$ cat config.mk
export PLATFORM = sky130hd
export DESIGN_NAME = quad_adc_capture
export DESIGN_NICKNAME = d
export VERILOG_FILES = /design/src/rtl/qsc_pkg.sv /design/src/rtl/qsc_sclk_gen.sv /design/src/rtl/qsc_deser.sv /design/src/rtl/qsc_writer.sv /design/src/rtl/quad_adc_capture.sv
export SDC_FILE = /design/constraint.sdc
export NUM_CORES = 1
export LEC_CHECK = 0
export BUFFER_PORTS_ARGS = -buffer_cell sky130_fd_sc_hd__buf_4
export CAP_MARGIN = 20
export CORE_ASPECT_RATIO = 1.25
export CORE_MARGIN = 5
export CORE_UTILIZATION = 54
export DETAILED_ROUTE_END_ITERATION = 10
export GPL_ROUTABILITY_DRIVEN = 0
export PLACE_DENSITY = 0.78
export SLEW_MARGIN = 20
export SYNTH_ARGS = -nofsm -noshare
export SYNTH_HDL_FRONTEND = slang
export SYNTH_SLANG_ARGS = --single-unit
$ cat constraint.sdc
create_clock -name clk -period 6.36 [get_ports clk]
set_input_delay 1.908 -clock clk [delete_from_list [all_inputs] [get_ports clk]]
set_output_delay 1.908 -clock clk [all_outputs]
set_load 0.05 [all_outputs]
$ cat src/rtl/qsc_pkg.sv
package qsc_pkg;
  typedef enum logic [1:0] {
    ST_IDLE,
    ST_SHIFT,
    ST_RXWAIT,
    ST_STORE
  } qsc_state_e;

  localparam int FRAME_BITS = 24;
endpackage

$ cat src/rtl/qsc_sclk_gen.sv
module qsc_sclk_gen #(
  parameter int DIV_W = 8,
  parameter int NBITS = 24
) (
  input  logic             clk,
  input  logic             rst,
  input  logic             go,
  input  logic [DIV_W-1:0] div,
  output logic             sclk,
  output logic             fall,
  output logic             done
);
  localparam int CW = $clog2(NBITS + 1);

  logic             active;
  logic [DIV_W-1:0] cnt;
  logic [CW-1:0]    nfall;

  always_ff @(posedge clk) begin
    if (rst) begin
      active <= 1'b0;
      cnt    <= '0;
      sclk   <= 1'b0;
      nfall  <= '0;
      fall   <= 1'b0;
      done   <= 1'b0;
    end else begin
      fall <= 1'b0;
      done <= 1'b0;
      if (go && !active) begin
        active <= 1'b1;
        cnt    <= '0;
        sclk   <= 1'b0;
        nfall  <= '0;
      end else if (active) begin
        if (cnt == div - DIV_W'(1)) begin
          cnt  <= '0;
          sclk <= ~sclk;
          if (sclk) begin
            fall <= 1'b1;
            if (nfall == CW'(NBITS - 1)) begin
              active <= 1'b0;
              done   <= 1'b1;
              nfall  <= '0;
            end else begin
              nfall <= nfall + CW'(1);
            end
          end
        end else begin
          cnt <= cnt + DIV_W'(1);
        end
      end
    end
  end
endmodule

$ cat src/rtl/qsc_deser.sv
module qsc_deser #(
  parameter int NCH      = 4,
  parameter int SAMPLE_W = 24
) (
  input  logic                             clk,
  input  logic                             rst,
  input  logic                             clr,
  input  logic                             en,
  input  logic                             rsclk,
  input  logic [NCH-1:0]                   miso,
  output logic [NCH-1:0][SAMPLE_W-1:0]     data,
  output logic                             done
);
  localparam int CW = $clog2(SAMPLE_W + 1);

  logic [2:0]     rs_sync;
  logic [NCH-1:0] m1, m2;
  logic [CW-1:0]  nbit;
  logic           take;

  always_ff @(posedge clk) begin
    if (rst) begin
      rs_sync <= '0;
      m1      <= '0;
      m2      <= '0;
    end else begin
      rs_sync <= {rs_sync[1:0], rsclk};
      m1      <= miso;
      m2      <= m1;
    end
  end

  assign take = en && rs_sync[2] && !rs_sync[1];

  generate
    for (genvar c = 0; c < NCH; c++) begin : g_lane
      always_ff @(posedge clk) begin
        if (rst) begin
          data[c] <= '0;
        end else if (take) begin
          data[c] <= {data[c][SAMPLE_W-2:0], m2[c]};
        end
      end
    end
  endgenerate

  always_ff @(posedge clk) begin
    if (rst) begin
      nbit <= '0;
      done <= 1'b0;
    end else begin
      done <= 1'b0;
      if (clr) begin
        nbit <= '0;
      end else if (take) begin
        if (nbit == CW'(SAMPLE_W - 1)) begin
          nbit <= '0;
          done <= 1'b1;
        end else begin
          nbit <= nbit + CW'(1);
        end
      end
    end
  end
endmodule

$ cat src/rtl/qsc_writer.sv
module qsc_writer #(
  parameter int NCH      = 4,
  parameter int SAMPLE_W = 24,
  parameter int WORD_W   = 32,
  parameter int ADDR_W   = 10,
  parameter int LEN_W    = 8
) (
  input  logic                         clk,
  input  logic                         rst,
  input  logic                         take,
  input  logic [NCH-1:0][SAMPLE_W-1:0] samples,
  input  logic [ADDR_W-1:0]            base,
  input  logic [LEN_W-1:0]             len,
  input  logic                         clr,
  output logic                         we,
  output logic [ADDR_W-1:0]            addr,
  output logic [WORD_W-1:0]            wdata,
  output logic                         irq,
  output logic                         done
);
  localparam int IW = (NCH > 1) ? $clog2(NCH) : 1;

  logic [NCH-1:0][SAMPLE_W-1:0] hold;
  logic                         active;
  logic [IW-1:0]                idx;
  logic [ADDR_W-1:0]            off;
  logic [LEN_W-1:0]             sets;
  logic [SAMPLE_W-1:0]          cur;

  assign cur = hold[idx];

  always_ff @(posedge clk) begin
    if (rst) begin
      hold   <= '0;
      active <= 1'b0;
      idx    <= '0;
      off    <= '0;
      sets   <= '0;
      we     <= 1'b0;
      addr   <= '0;
      wdata  <= '0;
      irq    <= 1'b0;
      done   <= 1'b0;
    end else begin
      we   <= 1'b0;
      done <= 1'b0;
      if (clr) begin
        irq  <= 1'b0;
        off  <= '0;
        sets <= '0;
      end else if (take && !active) begin
        hold   <= samples;
        active <= 1'b1;
        idx    <= '0;
      end else if (active) begin
        we    <= 1'b1;
        addr  <= base + off;
        wdata <= {{(WORD_W-SAMPLE_W){cur[SAMPLE_W-1]}}, cur};
        off   <= off + ADDR_W'(1);
        if (idx == IW'(NCH - 1)) begin
          active <= 1'b0;
          done   <= 1'b1;
          sets   <= sets + LEN_W'(1);
          if (sets + LEN_W'(1) == len) irq <= 1'b1;
        end else begin
          idx <= idx + IW'(1);
        end
      end
    end
  end
endmodule

$ cat src/rtl/quad_adc_capture.sv
module quad_adc_capture
  import qsc_pkg::*;
#(
  parameter int NCH      = 4,
  parameter int SAMPLE_W = FRAME_BITS,
  parameter int WORD_W   = 32,
  parameter int DIV_W    = 8,
  parameter int ADDR_W   = 10,
  parameter int LEN_W    = 8
) (
  input  logic                clk,
  input  logic                rst,
  input  logic [DIV_W-1:0]    clk_div_i,
  input  logic [ADDR_W-1:0]   base_addr_i,
  input  logic [LEN_W-1:0]    buf_len_i,
  input  logic                start_i,
  input  logic                drdy_n_i,
  input  logic                cfg_wr_i,
  input  logic [SAMPLE_W-1:0] cfg_word_i,
  input  logic                irq_clr_i,
  input  logic                rsclk_i,
  input  logic [NCH-1:0]      miso_i,
  output logic                sclk_o,
  output logic                mosi_o,
  output logic                busy_o,
  output logic                mem_we_o,
  output logic [ADDR_W-1:0]   mem_addr_o,
  output logic [WORD_W-1:0]   mem_wdata_o,
  output logic                irq_o
);
  qsc_state_e state;
  logic       cfg_mode;
  logic       go, go_cfg;
  logic       gen_fall, gen_done;
  logic       rx_done, wr_done;
  logic [SAMPLE_W-1:0] cmd_sr;
  logic [NCH-1:0][SAMPLE_W-1:0] rx_data;

  assign go_cfg = (state == ST_IDLE) && cfg_wr_i;
  assign go     = (state == ST_IDLE) && (cfg_wr_i || (!irq_o && (start_i || !drdy_n_i)));
  assign busy_o = (state != ST_IDLE);

  always_ff @(posedge clk) begin
    if (rst) begin
      state    <= ST_IDLE;
      cfg_mode <= 1'b0;
      cmd_sr   <= '0;
      mosi_o   <= 1'b0;
    end else begin
      case (state)
        ST_IDLE: if (go) begin
          state    <= ST_SHIFT;
          cfg_mode <= go_cfg;
          if (go_cfg) begin
            mosi_o <= cfg_word_i[SAMPLE_W-1];
            cmd_sr <= {cfg_word_i[SAMPLE_W-2:0], 1'b0};
          end
        end
        ST_SHIFT: begin
          if (gen_done) begin
            mosi_o <= 1'b0;
            state  <= cfg_mode ? ST_IDLE : ST_RXWAIT;
          end else if (gen_fall && cfg_mode) begin
            mosi_o <= cmd_sr[SAMPLE_W-1];
            cmd_sr <= {cmd_sr[SAMPLE_W-2:0], 1'b0};
          end
        end
        ST_RXWAIT: if (rx_done) state <= ST_STORE;
        ST_STORE:  if (wr_done) state <= ST_IDLE;
        default:   state <= ST_IDLE;
      endcase
    end
  end

  qsc_sclk_gen #(.DIV_W(DIV_W), .NBITS(SAMPLE_W)) u_gen (
    .clk(clk), .rst(rst), .go(go), .div(clk_div_i),
    .sclk(sclk_o), .fall(gen_fall), .done(gen_done)
  );

  qsc_deser #(.NCH(NCH), .SAMPLE_W(SAMPLE_W)) u_rx (
    .clk(clk), .rst(rst), .clr(go),
    .en(!cfg_mode && (state == ST_SHIFT || state == ST_RXWAIT)),
    .rsclk(rsclk_i), .miso(miso_i), .data(rx_data), .done(rx_done)
  );

  qsc_writer #(.NCH(NCH), .SAMPLE_W(SAMPLE_W), .WORD_W(WORD_W),
               .ADDR_W(ADDR_W), .LEN_W(LEN_W)) u_wr (
    .clk(clk), .rst(rst), .take(rx_done && state == ST_RXWAIT),
    .samples(rx_data), .base(base_addr_i), .len(buf_len_i), .clr(irq_clr_i),
    .we(mem_we_o), .addr(mem_addr_o), .wdata(mem_wdata_o),
    .irq(irq_o), .done(wr_done)
  );
endmodule

Word-level counts from Yosys, hierarchy flattened. Index checks and enable logic that the tools add are counted.

Order comparisons: 1. Mux-type cells: 37. Eq/ne operators: 17. Bitwise operators: 7. Reductions and logical operators: 43. $add $sub $neg: 8.

Operator list (count): 2-to-1 mux 24 bit (5); binary-select mux 24 bit (select 2 bit) (1); one-hot mux 24 bit (2 select lines) (1); 2-to-1 mux 1 bit (17); adder 8 x 1 -> 8 bit, second input constant (2); == test 8 bit (2); 2-to-1 mux 2 bit (8); AND reduction 3 bit (4); AND reduction 4 bit (3); adder 10 x 1 -> 10 bit, second input constant (1); adder 10 bit (1); adder 5 x 1 -> 5 bit, second input constant (2); == test 5 bit, second input constant (2); logical AND 1 bit (10); 2-to-1 mux 5 bit (2); inequality test 2 x 1 -> 1 bit, second input constant (5); 2-to-1 mux 8 bit (1); one-hot mux 2 bit (4 select lines) (1); AND reduction 2 bit (4); OR reduction 4 bit (2); subtractor 8 x 1 -> 8 bit, second input constant (1); NOT 1 bit (7); == test 2 bit, second input constant (3); logical NOT 1 bit (6); 13 further kinds (22).

Input bits: 61. Logic and storage cells: 145. Register bits: 312. Output and inout bits: 47.

Depth between registers and ports, before layout.
Word-level depth: 7. Gate-level depth with buffers: 9. Depth with buffers taken out: 9.

Cells and area by module. Synthesis repeated with hierarchy kept, for this count alone.

Cell total of the unflattened synthesis: 1552. Area, all modules: 13237.7 sq um.

Modules (own cells, without submodules): qsc_writer (seq. area each 3083.0 sq um, times used 1, area each 6769.0 sq um, cells an instance 804); qsc_deser (seq. area each 2262.2 sq um, times used 1, area each 3876.2 sq um, cells an instance 473); quad_adc_capture (seq. area each 540.5 sq um, times used 1, area each 1473.9 sq um, cells an instance 149); qsc_sclk_gen (seq. area each 340.3 sq um, times used 1, area each 1118.6 sq um, cells an instance 126).

Worst setup path after synthesis. Ideal clock, no wire load.

Kind: in2reg. Start: in clk_div_i[0]. End: reg u_gen.nfall[2]. Stages on the path: 8. Path buffers: 1. Arrival time: 3931 ps. Data required time: 6289 ps. Setup time: 71 ps. Slack: 2358 ps. Cells stage by stage: inv_1 > ha_1 > xnor2_1 > or4b_4 > or4_1 > clkbuf_2 > or4_1 > a21oi_1.

Longest elaborated chain between the ends: 3.

RTL lines: from (decl) (line quad_adc_capture.sv:13) `input logic [DIV_W-1:0] clk_div_i,`; subtractor 8 x 1 -> 8 bit (line qsc_sclk_gen.sv:36) `if (cnt == div - DIV_W'(1)) begin`; == test 8 bit (line qsc_sclk_gen.sv:36); AND reduction 3 bit (no source line); to (signal assigned) (line qsc_sclk_gen.sv:46) `nfall <= nfall + CW'(1);`; to (decl) (line qsc_sclk_gen.sv:17) `logic [CW-1:0] nfall;`.

Every way passes these cells. A chain may end at the register's enable or synchronous reset.

Worst setup path after layout.
Start: in clk_div_i[0]. End: reg u_gen.cnt[6].

Longest elaborated chain between the ends: 3.

RTL lines: subtractor 8 x 1 -> 8 bit (line qsc_sclk_gen.sv:36); == test 8 bit (line qsc_sclk_gen.sv:36); 2-to-1 mux 8 bit (line qsc_sclk_gen.sv:36); to (signal assigned) (line qsc_sclk_gen.sv:50) `cnt <= cnt + DIV_W'(1);`; to (decl) (line qsc_sclk_gen.sv:16) `logic [DIV_W-1:0] cnt;`.

Every way passes these cells.

==> metrics.log <==
INFO  metric timing_worst_slew_pin_value = 1087 ps
INFO  metric placed_cells_incl_taps = 1809
INFO  metric async_reset_ff_share = 0%
INFO  metric critical-path-top-delay-family = simple AND/OR/NAND/NOR gates
INFO  metric detail_route.wl_per_cell = 14.63 um
INFO  metric filler_cell_count = 1911
INFO  metric layout.core_utilization = 62.70%
INFO  metric area_growth = 14.47%
INFO  metric numClockSinks = 311
INFO  metric yosys.cell_count.top_type = sky130_fd_sc_hd__nand2_1
INFO  metric cp-endpoint = u_gen.cnt[6]
INFO  metric synth.mux.area_fraction = 6.345%
INFO  metric synth.yosys.warnings = 0
INFO  metric endpoint_kind = flop
INFO  metric peak_supply_drop = 0.0001733 V
INFO  metric share_of_post_route_cells_with_drive_strength_above_1 = 12.85%
INFO  metric unrepaired_setup_endpoints_after_global_routing = false
INFO  metric die_area = 26550 um2
INFO  metric fraction_of_the_mapped_netlist_area_in_compound_gates = 14.18%
INFO  metric final_hold_viol_count = 0
INFO  metric number_of_antenna_violations_at_the_first_check_in_global_routing = 0
INFO  metric num_vias = 10260
INFO  metric synth-seq-area-share = 49.34%
INFO  metric tritoncts = built
INFO  metric global_route_wire_length_before_repair = 45480 um
INFO  metric rr_endpoint = u_rx.nbit[3]
INFO  metric synth_edf_count = 0
INFO  metric setup_viol = 0
INFO  metric finClkSkew = 22.53 ps
INFO  metric dpl-instance-area = 13510 um2
INFO  metric relSlewSlack = 27.51%
INFO  metric effective_utilization_at_floorplan = 54.77%
INFO  metric maxCapViolCount = 0
INFO  metric cts.path.max_buffers = 3
INFO  metric numCtsBuffers = 29
INFO  metric final-instance-count-excl-fill = 1860
INFO  metric worst-path-buf-inv = 2
INFO  metric cts.htree.levels = 1
INFO  metric postSynthNetCount = 1593
INFO  metric path_cells = buf_4 -> inv_1 -> ha_1 -> nand2b_1 -> or4_1 -> xnor2_1 -> or4_1 -> o21ai_0 -> nor2_1
INFO  metric crit_path_top_delay_cell = sky130_fd_sc_hd__or4_1
INFO  metric power.static_leakage = 5.077 nW
INFO  metric clock-root-buffer = sky130_fd_sc_hd__clkbuf_16
INFO  metric synth.cell_area = 12620 um2
INFO  metric layout_min_cycle_time = 3896 ps
INFO  metric drt_drc_violations_left = 0
INFO  metric global_route.usage.total = 19.74%
INFO  metric ys_types = 58
INFO  metric path_max_fanout = 8
INFO  metric vias_per_cell = 5.517
INFO  metric layout.cell_area.non_filler = 14450 um2
INFO  metric r2r-start = state[0]
INFO  metric synth_top_family_by_area = simple AND/OR/NAND/NOR gates
INFO  metric run_status = complete, no violations
INFO  metric ioPinCount = 108
INFO  metric cp_slowest_stage_delay = 630 ps
INFO  metric die_y = 180.9 um
INFO  metric postSynth.topFlopCell = sky130_fd_sc_hd__dfxtp_1
INFO  metric synth_area_per_inst = 8.352 um2
INFO  metric synth.ff_latch_count = 311
INFO  metric fin_nets = 1634
INFO  metric yosys.area_share.xor_xnor = 3.123%
INFO  metric synth_top_area_share = 49.34%
INFO  metric diodes = 0
INFO  metric floorplan.rows = 62
INFO  metric holdCritPathClass = reg2reg
INFO  metric setup_slack_of_the_worst_register_to_register_path = 3360 ps
INFO  metric portBuffers = 107
INFO  metric synth_top_cells_by_count = 466 x sky130_fd_sc_hd__nand2_1, 311 x sky130_fd_sc_hd__dfxtp_1, 248 x sky130_fd_sc_hd__a21oi_1, 87 x sky130_fd_sc_hd__clkbuf_1, 67 x sky130_fd_sc_hd__nor2_1
INFO  metric max_slew_violation_count = 0
INFO  metric grt_overflow_total = 0
INFO  metric cts.reportedPaths.clkPinSlew = 60 ps
INFO  metric critical_path.most_common_cell = sky130_fd_sc_hd__or4_1
INFO  metric setup.worst_path.start = clk_div_i[0]
INFO  metric post_cts_buffers = 0
INFO  metric setup.worst_path.start_class = input pin
INFO  metric max_freq = 0.2567 GHz
INFO  metric synth_cells = 1511
INFO  metric grt_max_degree = 102
INFO  metric final_antenna_net_count = 0
INFO  metric crit_arrival = 4290 ps
INFO  metric clk-insertion-delay-late = 550 ps
INFO  metric final_hpwl_from_detailed_placement = 17170 um
INFO  metric drtPass1Iterations = 5
INFO  metric setup-tns-final = 0 ps
INFO  metric cts.repair.resized = 0
INFO  metric via_count_of_the_first_global_routing_pass = 9624
INFO  metric placeableCoreArea = 23040 um2
INFO  metric pwr_density_cell = 298.2 nW/um2
INFO  metric final.period_utilization = 61.26%
INFO  metric finalWirelength = 27210 um
INFO  metric critPathRequiredTime = 6750 ps
INFO  metric synth_simple_gate_area_share = 20.76%
INFO  metric worst-setup-path-type = in2reg
INFO  metric synth_top_cells_by_area = sky130_fd_sc_hd__dfxtp_1 49%, sky130_fd_sc_hd__nand2_1 14%, sky130_fd_sc_hd__a21oi_1 9.8%
INFO  metric critical_path_cell_count = 9
INFO  metric post_cts_hold_buffer_count = 0
INFO  metric r2r.worst_path.cells = 8
INFO  metric synth_largest_area_cell = sky130_fd_sc_hd__dfxtp_1
INFO  metric drt_first_iter_violations = 674
INFO  metric fp.dieW = 146.7 um
INFO  metric synth-adder-area-share = 2.142%
-- per-layer routing --
metal | track usage (%) | vias up | share of wire, %
met5 | 0 | - | 0
met4 | 6.024 | 0 | 2.2
met3 | 2.882 | 44 | 4.4
met2 | 34.91 | 192 | 51
met1 | 24.88 | 4886 | 43
li1 | - | 5140 | -
-- sequential cells by signal (all words and copies together) (netlist names), 2 cells and up, named ones only --
register	cells
u_wr.wdata	24
u_rx.data	96
u_rx.m2	4
cmd_sr	23
u_gen.nfall	5
u_wr.hold	96
u_rx.m1	4
u_wr.sets	8
u_rx.rs_sync	3
u_wr.addr	10
u_wr.idx	2
u_wr.off	10
u_gen.cnt	8
u_rx.nbit	5
-- where the power goes --
group / internal (mW) / switching [mW] / total (mW)
combinational: 0.208 / 0.320 / 0.528
sequential: 2.04 / 0.0545 / 2.09
clock: 0.977 / 0.712 / 1.69
-- cells by family after synthesis --
logic type | count (synthesis)
DFF | 311
muxes | 50
buffers and inverters | 130
AOI/OAI and AO/OA | 324
and+or+nand+nor | 630
adders and majority gates | 21
xor gates and xnor gates | 45
-- worst min path at each step --
| stage | start | end | cells past startpoint |
|---|---|---|---|
| finish | u_rx.m1[3] | u_rx.m2[3] | 1 |
| global route | u_rx.m1[1] | u_rx.m2[1] | 1 |
| CTS | u_rx.data[95] | u_wr.hold[95] | 2 |
| detailed placement | u_rx.m1[3] | u_rx.m2[3] | 1 |
| global placement | u_rx.rs_sync[0] | u_rx.rs_sync[1] | 1 |
| floorplan | u_rx.m1[0] | u_rx.m2[0] | 1 |
-- cells in the final DEF, fill, tap and decap left out, drive strengths merged, types with 8 or more instances in the layout --
cell type and instances:
nand3 16, nor2 67, nand4 8, mux2i 26, and3 8, nand2b 8
xnor2 19, ha 20, dfxtp 311, inv 21, buf 118, mux4 24
nor3 10, xor2 26, nand2 466, a211oi 26, nor2b 14, a21oi 248
clkbuf 42, o21ai 17
-- through the flow --
stage	power [mW]	setup WS (ps)	hold WS, ps
2_1_floorplan	2.516	2358	413.8
3_3_place_gp	2.639	2100	419.5
3_5_place_dp	2.659	1962	430.5
4_1_cts	4.341	2472	442.0
5_1_grt	4.477	2331	463.8
6_report	4.307	2464	438.3
-- final cells by class --
class	count	area [um2]	area share, %
flip-flops and latches	311	6230	43.13
multi-input cells	1070	5926	41.02
repair buffers	119	919.6	6.366
clock buffers	41	820.8	5.682
well taps	288	360.3	2.495
clock inverters	10	110.1	0.7622
inverters	21	78.83	0.5457
No activity file was read; power rests on OpenSTA's default activity.
